File: src/rtl/radix4_acs.sv
module radix4_acs #(
  parameter int MW = 8,
  parameter int BW = 5
) (
  input  logic             clk,
  input  logic             rst_n,
  input  logic             in_valid,
  input  logic             load,
  input  logic [MW-1:0]    init_metric,
  input  logic [4*MW-1:0]  pm_in,
  input  logic [4*BW-1:0]  bm_in,
  output logic [MW-1:0]    metric_q,
  output logic [1:0]       dec_q
);

  localparam int NC = 4;

  function automatic logic mod_less(input logic [MW-1:0] a, input logic [MW-1:0] b);
    logic [MW-1:0] d;
    d = a - b;
    return d[MW-1];
  endfunction

  logic [MW-1:0] cand [NC];

  for (genvar i = 0; i < NC; i++) begin : g_add
    assign cand[i] = pm_in[i*MW +: MW] + {{(MW-BW){1'b0}}, bm_in[i*BW +: BW]};
  end

  logic          w01, w23, hi;
  logic [MW-1:0] v01, v23;
  logic [1:0]    win;
  logic [MW-1:0] best;

  assign w01  = mod_less(cand[1], cand[0]);
  assign w23  = mod_less(cand[3], cand[2]);
  assign v01  = w01 ? cand[1] : cand[0];
  assign v23  = w23 ? cand[3] : cand[2];
  assign hi   = mod_less(v23, v01);
  assign win  = hi ? {1'b1, w23} : {1'b0, w01};
  assign best = cand[win];

  always_ff @(posedge clk or negedge rst_n) begin
    if (!rst_n) begin
      metric_q <= '0;
      dec_q    <= '0;
    end else if (in_valid) begin
      if (load) begin
        metric_q <= init_metric;
        dec_q    <= '0;
      end else begin
        metric_q <= best;
        dec_q    <= win;
      end
    end
  end


  hold_chk: assert property (@(posedge clk) disable iff (!rst_n)
    !in_valid |=> $stable(metric_q) && $stable(dec_q));


  load_chk: assert property (@(posedge clk) disable iff (!rst_n)
    in_valid && load |=> metric_q == $past(init_metric) && dec_q == 2'd0);


  dec_match_chk: assert property (@(posedge clk) disable iff (!rst_n)
    in_valid && !load |=> metric_q == (dec_q == 2'd0 ? $past(cand[0]) :
                                       dec_q == 2'd1 ? $past(cand[1]) :
                                       dec_q == 2'd2 ? $past(cand[2]) : $past(cand[3])));


  minimal_chk: assert property (@(posedge clk) disable iff (!rst_n)
    in_valid && !load |=> !mod_less($past(cand[0]), metric_q) && !mod_less($past(cand[1]), metric_q)
                       && !mod_less($past(cand[2]), metric_q) && !mod_less($past(cand[3]), metric_q));


  tie_low_chk: assert property (@(posedge clk) disable iff (!rst_n)
    in_valid && !load |=> (dec_q < 2'd1 || mod_less(metric_q, $past(cand[0])))
                       && (dec_q < 2'd2 || mod_less(metric_q, $past(cand[1])))
                       && (dec_q < 2'd3 || mod_less(metric_q, $past(cand[2]))));


  always_comb if (!rst_n) rst_chk: assert (metric_q == '0 && dec_q == 2'd0);

endmodule

File: config.mk
export PLATFORM = sky130hd
export DESIGN_NAME = radix4_acs
export DESIGN_NICKNAME = d
export VERILOG_FILES = /design/src/rtl/radix4_acs.sv
export SDC_FILE = /design/constraint.sdc
export NUM_CORES = 1
export LEC_CHECK = 0
export BUFFER_PORTS_ARGS = -buffer_cell sky130_fd_sc_hd__buf_2
export CAP_MARGIN = 10
export CORE_MARGIN = 2
export CORE_UTILIZATION = 45
export CTS_BUF_LIST = sky130_fd_sc_hd__clkbuf_2 sky130_fd_sc_hd__clkbuf_4 sky130_fd_sc_hd__clkbuf_8
export DETAILED_ROUTE_END_ITERATION = 8
export GPL_ROUTABILITY_DRIVEN = 1
export PLACE_DENSITY_LB_ADDON = 0.05
export SYNTH_ARGS = -nofsm -noshare
export SYNTH_HDL_FRONTEND = slang
export SYNTH_SLANG_ARGS = --single-unit
File: constraint.sdc
create_clock -name clk -period 0.8 [get_ports clk]
set_input_delay 0.12 -clock clk [delete_from_list [all_inputs] [get_ports clk]]
set_output_delay 0.12 -clock clk [all_outputs]
set_load 0.05 [all_outputs]
==> results of run 1 <==
==> worst min-delay path: cells and delay by family <==
family	cells	cell delay [ns]
compound gates	2	0.13
buf+inv	1	0.07
==> cell type report <==
type	instances	area share
clock buffer	4	0.0136
inverter	35	0.0324
multi-input combinational	243	0.566
sequential	10	0.0618
tap	72	0.0222
timing repair buffer	176	0.304
==> how the worst max path moves through the flow <==
stage               from           to  slack [ns]  cells after the start
3_5_place_dp   pm_in[16]  metric_q[3]       -4.33                     23
5_1_grt        pm_in[24]  metric_q[4]       -4.20                     24
2_1_floorplan  pm_in[16]  metric_q[0]       -3.96                     23
3_3_place_gp   pm_in[16]  metric_q[1]       -4.23                     23
6_report       pm_in[24]  metric_q[3]       -3.93                     24
4_1_cts        pm_in[16]  metric_q[3]       -3.97                     24
==> sequential cells by signal, summed over array words and instances (netlist names) <==
register / flops
dec_q: 2
metric_q: 8
==> cells in the final DEF, fill, tap and decap left out, drive strengths merged, types with 4 or more instances in the layout <==
master  count
o221ai      6
a211oi      6
xnor2       7
nand4       4
nor2b      11
o21ai      16
nand2      12
dfrtp      10
mux2        5
a21o       11
buf       175
clkbuf      4
o21a        7
o211ai      4
nand3      10
a31oi       5
a211o       6
and4b       5
inv        35
a221oi      4
ha         35
nor3b       4
xor2       13
fa          4
nor2        8
mux2i      12
a21oi      15
==> repair_timing <==
action / in CTS / in global routing
setup endpoints to repair: 20 / 20
gates cloned: 1 / 0
endpoints found under the hold margin: 10 / 0
hold buffers: 1 / 0
pin swaps: 12 / 8
resized for setup: 27 / 7
buffers inserted: 7 / 4
==> metrics by stage <==
step                      std cells  worst slack (ns)   util
after global routing            540             -4.20  0.731
final                           540             -3.93  0.731
after global placement          524             -4.23  0.678
after floorplan                 292             -3.96      -
after detailed placement        524             -4.33  0.678
after CTS                       537             -3.97  0.722
==> routing by layer <==
metal / track usage / vias to the layer above
met4: 0.0254 / 0
met2: 0.401 / 46
met1: 0.262 / 1277
met5: 0 / -
li1: - / 1459
met3: 0.0124 / 2
==> cells by family after synthesis <==
kind of cell | after synthesis
DFF | 10
buffers and inverters | 40
and+or+nand+nor | 72
AOI/OAI and AO/OA | 93
xor gates and xnor gates | 19
muxes | 17
adders and majority gates | 41
==> power groups by stage <==
stage	Clock (W)	Sequential [W]	Combinational, W
after global routing	0.000673	0.000917	0.0106
after CTS	0.000638	0.000888	0.00949
after global placement	0	0.000839	0.00808
final	0.000635	0.000891	0.00975
after floorplan	0	0.00165	0.00483
after detailed placement	0	0.000844	0.00823
==> metrics.md, run 1 <==
| Metric | Value |
|---|---|
| Register area | `250 sq um` |
| WHS Endpoint | `metric_q[6]` |
| Post-synthesis cell count | `292` |
| Achievable Freq | `211 MHz` |
| Clk pwr share | `0.056` |
| Origin of the critical flop-to-flop path | `metric_q[6]` |
| R2R depth | `3` |
| DRT Pass-1 Iters | `4` |
| DR WL met3 | `~160 microns` |
| Crit path largest cell delay | `0.36 ns` |
| Sw Share | `0.436` |
| Post-layout min period | `4.73 ns` |
| R2r endpoint | `metric_q[6]` |
| Core box area | `5540 sq um` |
| Num ports | `74` |
| Cell mode on critical path | `a21oi_2` |
| Post-synth ARST share | `1.00` |
| Worst path cell trace | `buf_2, ha_2, fa_2, a21o_1, a21oi_2, xnor2_2, ha_1, a21oi_2, o21ai_1, maj3_2, a21oi_4, xnor2_4, mux2i_2, ha_1, a21o_1, a21oi_2, nor2b_1, o21ai_1, or2b_4, a221oi_4, buf_12, xnor2_4, mux2_4, o221ai_2` |
| Warnings, synthesis | `0` |
| Leak | `about 2.1 nW` |
| Post-Synth XOR/XNOR Area | `0.0839` |
| Overall routing resource usage | `0.209` |
| CTS Root Cell | `clkbuf_8` |
| Hold Vio Cnt, Final | `0` |
| H-tree Lvls | `1` |
| Post-synth cell types | `67` |
| Die height | `80.2 microns` |
| Drt wl/cell | `12.3 microns` |
| GP Congestion | `0.898` |
| Outcome | `finished with violations` |
| Net Sw Power | `0.00492 W` |
| Initial Utilization | `0.471` |
| Unrepaired setup endpoints after global routing | `true` |
| Synth Flop Type | `dfrtp_1` |
| Top Metal Used | `met4` |
| Clock tree buffer depth | `2` |
| Period utilization | `5.92` |
| DR vias/cell | `5.16` |
| Startpoint types | `input pin` |
| Post-synthesis compound-gate area fraction | `0.291` |
| Total die area | `6430 sq um` |
| Initial antenna violation count | `0` |
| Critical path fanouts, max | `8` |
| Num CTS Buffers | `3` |
| Power per cell area | `2780 nW/um^2` |
| Final WL | `~6600 microns` |
| Power, Total | `0.0113 W` |
| Failing checks | `setup timing` |
| CTS tree | `done` |
| Layout Nets | `572` |
| Setup Viol. Count Final | `20` |
| Setup slack, reg-to-reg | `-0.06 ns` |
| Type of the most critical hold path | `input pin to flop` |
| WP data required | `between 0.9 and 1 ns` |
| Max VDD drop | `approximately 2.0 mV` |
| Int Power | `0.00636 W` |
| Setup TNS | `-39.74 ns` |
| #FFs+latches synth | `10` |
| Placed Area | `3750 sq um` |
| Met2 Wirelength | `3390 microns` |
| Routed via count | `2784` |
| Syn avg cell area | `8.94 sq um` |
| Num rows | `27` |
| Sink Count | `10` |
| Synth Cell Area | `roughly 2600 sq um` |
| Residual DRC | `0` |
| Mux cell area share after synthesis | `0.0752` |
| Main combinational cell family by area after synthesis | `compound AO/OA/AOI/OAI gates` |
| Seq pwr share | `0.079` |
| Post-synth top area cell | `ha_1` |
| Post-route cell area | `4050 sq um` |
| Synth top area share | `0.168` |
| Die width | `80.2 microns` |
| Layout cells sized above 1 | `0.491` |
| Sequential area share after synthesis | `0.0958` |
| Synthesis-to-finish area growth | `55.1%` |
| Vias in the first global route | `2604` |
| Worst Setup Path Type | `input pin to flop` |
| Port bufs | `73` |
| Clock slew at reported path FFs | `0.05 ns` |
| # fillers | `between 400 and 500` |
| Synth Area in Simple Gates | `0.172` |
| Crit-path slowest cell | `fa_2` |
| Multi-input logic area | `2290 sq um` |
| Synth Area in Adders | `0.207` |
| Post-Syn Nets | `between 300 and 400` |
| ANT nets after route | `0` |
| Overflow left after global routing | `0` |
| Hold depth | `3` |
| M1 WL | `3060 microns` |
| Setup crit end kind | `flop` |
| Hold_sp | `init_metric[6]` |
| Largest net degree at the start of global routing | `19` |
| Iteration-0 DRC Markers | `between 60 and 70` |
| Worst slew margin | `0.624` |
| Worst EP arrival | `4.88 ns` |
| Comb pwr share | `0.865` |
| First-pass GRT wire length | `11000 microns` |
| Final Skew | `0 ns` |
| CP Buf/Inv Count | `2` |
| Final hold slack | `roughly 0.13 ns` |
| Number of max-cap violations | `0` |
| Worst skew pair latency | `0.23 ns` |
| Worst path top cell family by delay | `compound AO/OA/AOI/OAI gates` |
| PnR worst setup slack | `-3.93 ns` |
| EDFF count, synth | `0` |
| Worst-Margin Slew | `0.548 ns` |
| Post-DP HPWL | `5540 microns` |
| Ant. Diodes | `0` |
| Top post-synthesis cells by area | `ha_1 17%, dfrtp_1 9.6%, inv_1 5.0%, mux2i_1 4.2%, xor2_1 3.7%` |
| Synth top cells by count | `35 x ha_1, 35 x inv_1, 14 x a21oi_1` |
| Max-slew violation count | `0` |
(Power assumes the default switching activity.)
==> inputs of run 2 (changes only) <==
--- a/config.mk
+++ b/config.mk
@@ -7,12 +7,12 @@
 export LEC_CHECK = 0
 export BUFFER_PORTS_ARGS = -buffer_cell sky130_fd_sc_hd__buf_2
 export CAP_MARGIN = 10
-export CORE_MARGIN = 2
+export CORE_MARGIN = 5
 export CORE_UTILIZATION = 45
 export CTS_BUF_LIST = sky130_fd_sc_hd__clkbuf_2 sky130_fd_sc_hd__clkbuf_4 sky130_fd_sc_hd__clkbuf_8
 export DETAILED_ROUTE_END_ITERATION = 8
 export GPL_ROUTABILITY_DRIVEN = 1
-export PLACE_DENSITY_LB_ADDON = 0.05
+export PLACE_DENSITY = 0.71
 export SYNTH_ARGS = -nofsm -noshare
 export SYNTH_HDL_FRONTEND = slang
 export SYNTH_SLANG_ARGS = --single-unit
==> constraint.sdc (replaced) <==
create_clock -name clk -period 5.4 [get_ports clk]
set_input_delay 0.81 -clock clk [delete_from_list [all_inputs] [get_ports clk]]
set_output_delay 0.81 -clock clk [all_outputs]
set_load 0.05 [all_outputs]
==> run 2 against run 1 <==
Compared with the run above:
- the run still ends with setup timing left
- die area grew 16%
- critical path depth grew 2
- critical path type unchanged
- sequential share of layout area grew 0.85 points
- non-clock buffer count shrank 53
- cell count shrank 10%
- critical endpoint is now metric_q[7]
- largest power group unchanged
- worst setup slack gained 3.9 ns
- total power shrank 86%
- sequential power shrank 86%
- via count shrank 6.4%
- core utilization shrank 9.2 points
==> metrics.md, run 2 (synthesized netlist as in run 1, its figures left out) <==
| Metric | Value |
|---|---|
| Crit path capture | `metric_q[7]` |
| Layout Cells excl Fill | `a little under 500` |
| Met2 Wirelength | `roughly 3100 microns` |
| WP data required | `roughly 5.5 ns` |
| Num CTS Buffers | `3` |
| Failing checks | `setup timing` |
| Initial Utilization | `0.468` |
| Int Power | `between 0.0008 and 0.0009 W` |
| Seq pwr share | `0.080` |
| Sink Count | `10` |
| PnR worst setup slack | `-0.0707 ns` |
| ANT nets after route | `0` |
| Hold Vio Cnt, Final | `0` |
| Ant. Diodes | `0` |
| First-pass GRT wire length | `~11000 microns` |
| Final hold slack | `about 0.43 ns` |
| Drt wl/cell | `13.4 microns` |
| Leak | `1.80 nW` |
| Power, Total | `about 0.0015 W` |
| Sw Share | `0.457` |
| Synthesis-to-finish area growth | `36.3%` |
| Top Metal Used | `met4` |
| Crit path largest cell delay | `0.37 ns` |
| Worst EP arrival | `5.58 ns` |
| Biggest regs | `metric_q (8), dec_q (2)` |
| Initial antenna violation count | `0` |
| Max reg flops | `8` |
| CTS Root Cell | `clkbuf_8` |
| DRT Pass-1 Iters | `4` |
| Worst skew pair latency | `between 0.2 and 0.25 ns` |
| R2r endpoint | `metric_q[2]` |
| DR WL met3 | `~360 microns` |
| M1 WL | `3050 microns` |
| Iteration-0 DRC Markers | `69` |
| Die width | `86.2 microns` |
| Num ports | `74` |
| Most frequent cells in the layout | `71 x buf_2, 47 x buf_4, 35 x inv_1, 32 x ha_1, 12 x nand2_1` |
| Top reg by flops | `metric_q` |
| Achievable Freq | `183 MHz` |
| Post-DP HPWL | `5470 microns` |
| CTS tree | `done` |
| Origin of the critical flop-to-flop path | `metric_q[2]` |
| Port bufs | `73` |
| H-tree Lvls | `1` |
| Clk pwr share | `0.048` |
| Finished Core Util | `0.639` |
| Startpoint types | `input pin` |
| Period utilization | `1.01` |
| R2R depth | `3` |
| GP Congestion | `0.826` |
| Layout cells sized above 1 | `0.423` |
| Routed via count | `between 2000 and 3000` |
| Worst Setup Path Type | `input pin to flop` |
| Setup crit end kind | `flop` |
| Clock tree buffer depth | `2` |
| Die height | `around 86 microns` |
| Cell mode on critical path | `o21ai_1` |
| Clock slew at reported path FFs | `0.04 ns` |
| Num rows | `27` |
| Largest net degree at the start of global routing | `20` |
| Post-layout min period | `about 5.5 ns` |
| Total die area | `7430 sq um` |
| Net Sw Power | `0.000701 W` |
| Unrepaired setup endpoints after global routing | `true` |
| Crit-path slowest cell | `fa_2` |
| Final WL | `~6500 microns` |
| Vias in the first global route | `2512` |
| Worst-Margin Slew | `between 0.5 and 0.6 ns` |
| Hold_buf cts | `0` |
| Final Skew | `0 ns` |
| Overflow left after global routing | `0` |
| Core box area | `5570 sq um` |
| Comb pwr share | `0.872` |
| Number of max-cap violations | `0` |
| Dpl cells | `around 470` |
| Residual DRC | `0` |
| Setup Viol. Count Final | `7` |
| Max VDD drop | `0.343 mV` |
| DR vias/cell | `5.36` |
| Commonest non-fill, non-tap cell in the layout | `buf_2` |
| Max-slew violation count | `0` |
| Layout Nets | `between 500 and 600` |
| Type of the most critical hold path | `input pin to async pin` |
| Setup slack, reg-to-reg | `4.55 ns` |
| Overall routing resource usage | `0.170` |
| Power per cell area | `~430 nW/um^2` |
| CP Launch Point | `pm_in[24]` |
| Outcome | `finished with violations` |
| Critical path fanouts, max | `4` |
| Worst slew margin | `0.620` |
==> run 2: changes by cell type in the layout (fill, tap and decap cells not counted), sizes merged <==
cell | previous run | this run
clkbuf | 4 | 3
buf | 175 | 123
dlygate4sd3 | 1 | 0
==> run 2: layout make-up <==
cell class	instances	area, sq um
Sequential cell	10	250
Fill cell	466	2010
Timing Repair Buffer	123	764
Inverter	35	131
Multi-Input combinational cell	243	2280
Clock buffer	3	41.3
Tap cell	72	90.1
==> run 2: worst min-delay path by stage <==
stage | startpoint | endpoint | slack (ns) | cells past startpoint
after global placement | dec_q[1] | dec_q[1] | 0.52 | 2
final | rst_n | metric_q[3] | 0.43 | 1
after floorplan | rst_n | dec_q[0] | 0.51 | 0
after detailed placement | dec_q[1] | dec_q[1] | 0.53 | 2
after CTS | rst_n | metric_q[7] | 0.43 | 1
after global routing | rst_n | metric_q[3] | 0.44 | 1
==> run 2: critical path: cells and delay by family <==
kind / cells / cell delay, ns
AO/OA/AOI/OAI: 9 / 1.38
AND/OR/NAND/NOR: 2 / 0.33
XOR/XNOR: 2 / 0.39
adder cells (fa/ha/maj): 5 / 1.51
multiplexers: 2 / 0.54
buffers and inverters: 6 / 0.61
==> run 2: through the flow <==
| step | setup WS (ns) | setup TNS [ns] | area, sq um |
|---|---|---|---|
| global route | -0.352 | -3.03 | 3560 |
| floorplan | -0.0545 | -0.109 | 2670 |
| finish | -0.0707 | -0.188 | 3560 |
| global placement | -0.234 | -1.36 | 3360 |
| detailed placement | -0.297 | -2.28 | 3360 |
| CTS | 0.0134 | 0 | 3450 |
==> run 2: layer usage <==
| metal | vias up | track usage |
|---|---|---|
| met5 | - | 0 |
| met4 | 0 | 0.0212 |
| met3 | 3 | 0.0133 |
| met2 | 64 | 0.287 |
| met1 | 1184 | 0.243 |
| li1 | 1354 | - |
==> run 2: repair_timing <==
item                                    CTS  global route
buffers inserted                          4             6
cloned                                    1             0
pin swaps                                 2            19
gates resized for setup                   1            13
endpoints found under the setup margin    5            10
==> run 2: power by group through the flow <==
stage | Sequential (W) | Combinational [W] | Clock (W)
after CTS | 0.000124 | 0.00123 | 0.0000752
after detailed placement | 0.000125 | 0.00116 | 0
final | 0.000123 | 0.00134 | 0.0000736
after global placement | 0.000124 | 0.00114 | 0
after global routing | 0.000129 | 0.00145 | 0.0000806
after floorplan | 0.000245 | 0.000716 | 0
==> inputs of run 3 (changes only) <==
==> constraint.sdc (replaced) <==
create_clock -name clk -period 5.4 [get_ports clk]
set_input_delay 0 -clock clk [delete_from_list [all_inputs] [get_ports clk]]
set_output_delay 0 -clock clk [all_outputs]
set_load 0.05 [all_outputs]
==> run 3 against run 2 <==
Compared with the run above:
- sequential share of layout area increased by 1.0 points
- die area unchanged
- the run now ends clean
- via count fell by 7.4%
- highest routed layer unchanged
- largest power group unchanged
- fmax rose by 7.7%
- combinational power fell by 25%
- sequential power is essentially flat
- cell count down 9.9%
- clock skew is the same
- final area decreased by 13%
- global-route usage decreased by 1.4 points
- register-to-register slack got worse by 0.03 ns
==> metrics.md, run 3 (synthesized netlist as in run 1, its figures left out) <==
| Metric | Value |
|---|---|
| Ant. Diodes | `0` |
| Setup Viol. Count Final | `0` |
| Routed via count | `2413` |
| Unrepaired setup endpoints after global routing | `false` |
| Synthesis-to-finish area growth | `18.7%` |
| Final WL | `5950 microns` |
| Core box area | `between 5000 and 6000 sq um` |
| CTS tree | `done` |
| Num CTS Buffers | `3` |
| Total die area | `about 7400 sq um` |
| Vias in the first global route | `2306` |
| Setup crit end kind | `flop` |
| Hold depth | `3` |
| Clk pwr share | `0.075` |
| WP data required | `5.50 ns` |
| Hold Vio Cnt, Final | `0` |
| Outcome | `finished, final reports clean` |
| Final Skew | `0 ns` |
| Num ports | `74` |
| Worst slew margin | `0.634` |
| R2r endpoint | `metric_q[2]` |
| Overflow left after global routing | `0` |
| Initial Utilization | `0.468` |
| Cell mode on critical path | `ha_1` |
| Worst path cell trace | `buf_2, ha_1, fa_1, xnor2_1, ha_1, a21o_1, a31oi_1, o21ai_0, maj3_2, a21oi_4, xnor2_4, mux2i_1, ha_1, a21o_1, a21oi_1, nor2b_1, o21ai_0, or2b_2, a221oi_4, xnor2_4, mux2i_1, o221ai_1` |
| Net Sw Power | `slightly above 0.0006 W` |
| Worst EP arrival | `5.18 ns` |
| Post-layout min period | `between 5 and 6 ns` |
| Overall routing resource usage | `0.156` |
| Post-CTS setup buffer count | `0` |
| Achievable Freq | `between 150 and 200 MHz` |
| Power per cell area | `roughly 390 nW/um^2` |
| Critical path fanouts, max | `13` |
| DR vias/cell | `5.51` |
| Most frequent cells in the layout | `73 x buf_2, 35 x inv_1, 35 x ha_1, 14 x a21oi_1, 12 x nand2_1` |
| Max reg flops | `8` |
| Startpoint types | `input pin` |
| Worst Setup Path Type | `input pin to flop` |
| Comb pwr share | `0.823` |
| Seq pwr share | `0.101` |
| Die width | `86.2 microns` |
| Max VDD drop | `0.260 mV` |
| Die height | `86.2 microns` |
| H-tree Lvls | `1` |
| Type of the most critical hold path | `input pin to flop` |
| Leak | `about 1.6 nW` |
| Commonest non-fill, non-tap cell in the layout | `buf_2` |
| Multi-input logic area | `2190 sq um` |
| Setup TNS | `0 ns` |
| Largest net degree at the start of global routing | `20` |
| Final hold slack | `0.0126 ns` |
| ANT nets after route | `0` |
| # fillers | `548` |
| Finished Core Util | `0.556` |
| CTS Root Cell | `clkbuf_8` |
| Max-slew violation count | `0` |
| Iteration-0 DRC Markers | `67` |
| Sink Count | `10` |
| Clock slew at reported path FFs | `about 0.040 ns` |
| Sw Share | `0.504` |
| Register area | `250 sq um` |
| Top reg by flops | `metric_q` |
| Setup slack, reg-to-reg | `4.52 ns` |
| Origin of the critical flop-to-flop path | `metric_q[2]` |
| Hold_sp | `init_metric[4]` |
| Period utilization | `0.941` |
| Crit path largest cell delay | `0.42 ns` |
| Int Power | `roughly 0.00061 W` |
| First-pass GRT wire length | `9830 microns` |
| WHS Endpoint | `metric_q[4]` |
| Worst-Margin Slew | `0.534 ns` |
| Biggest regs | `metric_q (8), dec_q (2)` |
| Num rows | `27` |
| Drt wl/cell | `13.6 microns` |
| Number of max-cap violations | `0` |
| Crit-path slowest cell | `fa_1` |
| Post-DP HPWL | `roughly 5200 microns` |
| Clock tree buffer depth | `2` |
| GP Congestion | `0.818` |
| Worst skew pair latency | `0.24 ns` |
| DRT Pass-1 Iters | `4` |
| Layout Nets | `470` |
| Port bufs | `73` |
| R2R depth | `3` |
| Residual DRC | `0` |
| Initial antenna violation count | `0` |
| Layout cells sized above 1 | `0.309` |
-- run 3: changes by cell type in the layout (fill, tap and decap cells not counted), sizes merged --
cell	delta
xnor2	-1
dlygate4sd3	+1
clkbuf	+1
buf	-49
-- run 3: power by group through the flow --
stage	Sequential, W	Combinational (W)	Clock [W]
floorplan	0.000245	0.000689	0
global placement	0.000124	0.000976	0
detailed placement	0.000125	0.000991	0
CTS	0.000124	0.000994	0.0000949
global route	0.000129	0.00109	0.0000996
finish	0.000124	0.00101	0.0000922
-- run 3: worst max path at each step --
stage	startpoint	end	slack [ns]	cells after the start
floorplan	pm_in[16]	metric_q[0]	0.45	23
detailed placement	pm_in[16]	metric_q[4]	0.02	23
finish	pm_in[16]	metric_q[4]	0.32	22
CTS	pm_in[16]	metric_q[4]	0.28	23
global route	pm_in[16]	metric_q[4]	0.002	23
global placement	pm_in[16]	metric_q[4]	0.13	23
-- run 3: timing repair --
| action | CTS | global route |
|---|---|---|
| endpoints found under the hold margin | 10 | 0 |
| setup endpoints to repair | 0 | 5 |
| gates resized for setup | 0 | 3 |
| hold buffers | 1 | 0 |
-- run 3: per-layer routing --
layer	track usage	part of all wire	up-vias
met5	0	0	-
met4	0.0368	0.012	0
met3	0.0162	0.048	7
met2	0.264	0.46	52
met1	0.212	0.48	1102
li1	-	-	1252
-- run 3: area by class of cell --
| cell class | count | area share |
|---|---|---|
| Inverter | 35 | 0.0424 |
| Sequential cell | 10 | 0.0807 |
| Timing Repair Buffer | 75 | 0.123 |
| Multi-Input combinational cell | 242 | 0.707 |
| Tap cell | 72 | 0.0291 |
| Clock buffer | 4 | 0.0178 |
-- run 3: critical path: cells and delay by family --
family                   cells  cell delay, ns
buffers and inverters        1            0.10
AND/OR/NAND/NOR              2            0.38
XOR/XNOR                     3            0.80
adder cells (fa/ha/maj)      5            1.60
multiplexers                 2            0.60
AO/OA/AOI/OAI                9            1.69
-- run 3: per-stage QoR --
stage	cells	total power [W]	setup WS, ns	instance area [sq um]
after floorplan	292	0.000933	0.449	2610
after global placement	433	0.00110	0.128	3010
after detailed placement	433	0.00112	0.0177	3010
after CTS	438	0.00121	0.278	3070
after global routing	438	0.00132	0.00237	3100
final	438	0.00122	0.321	3100
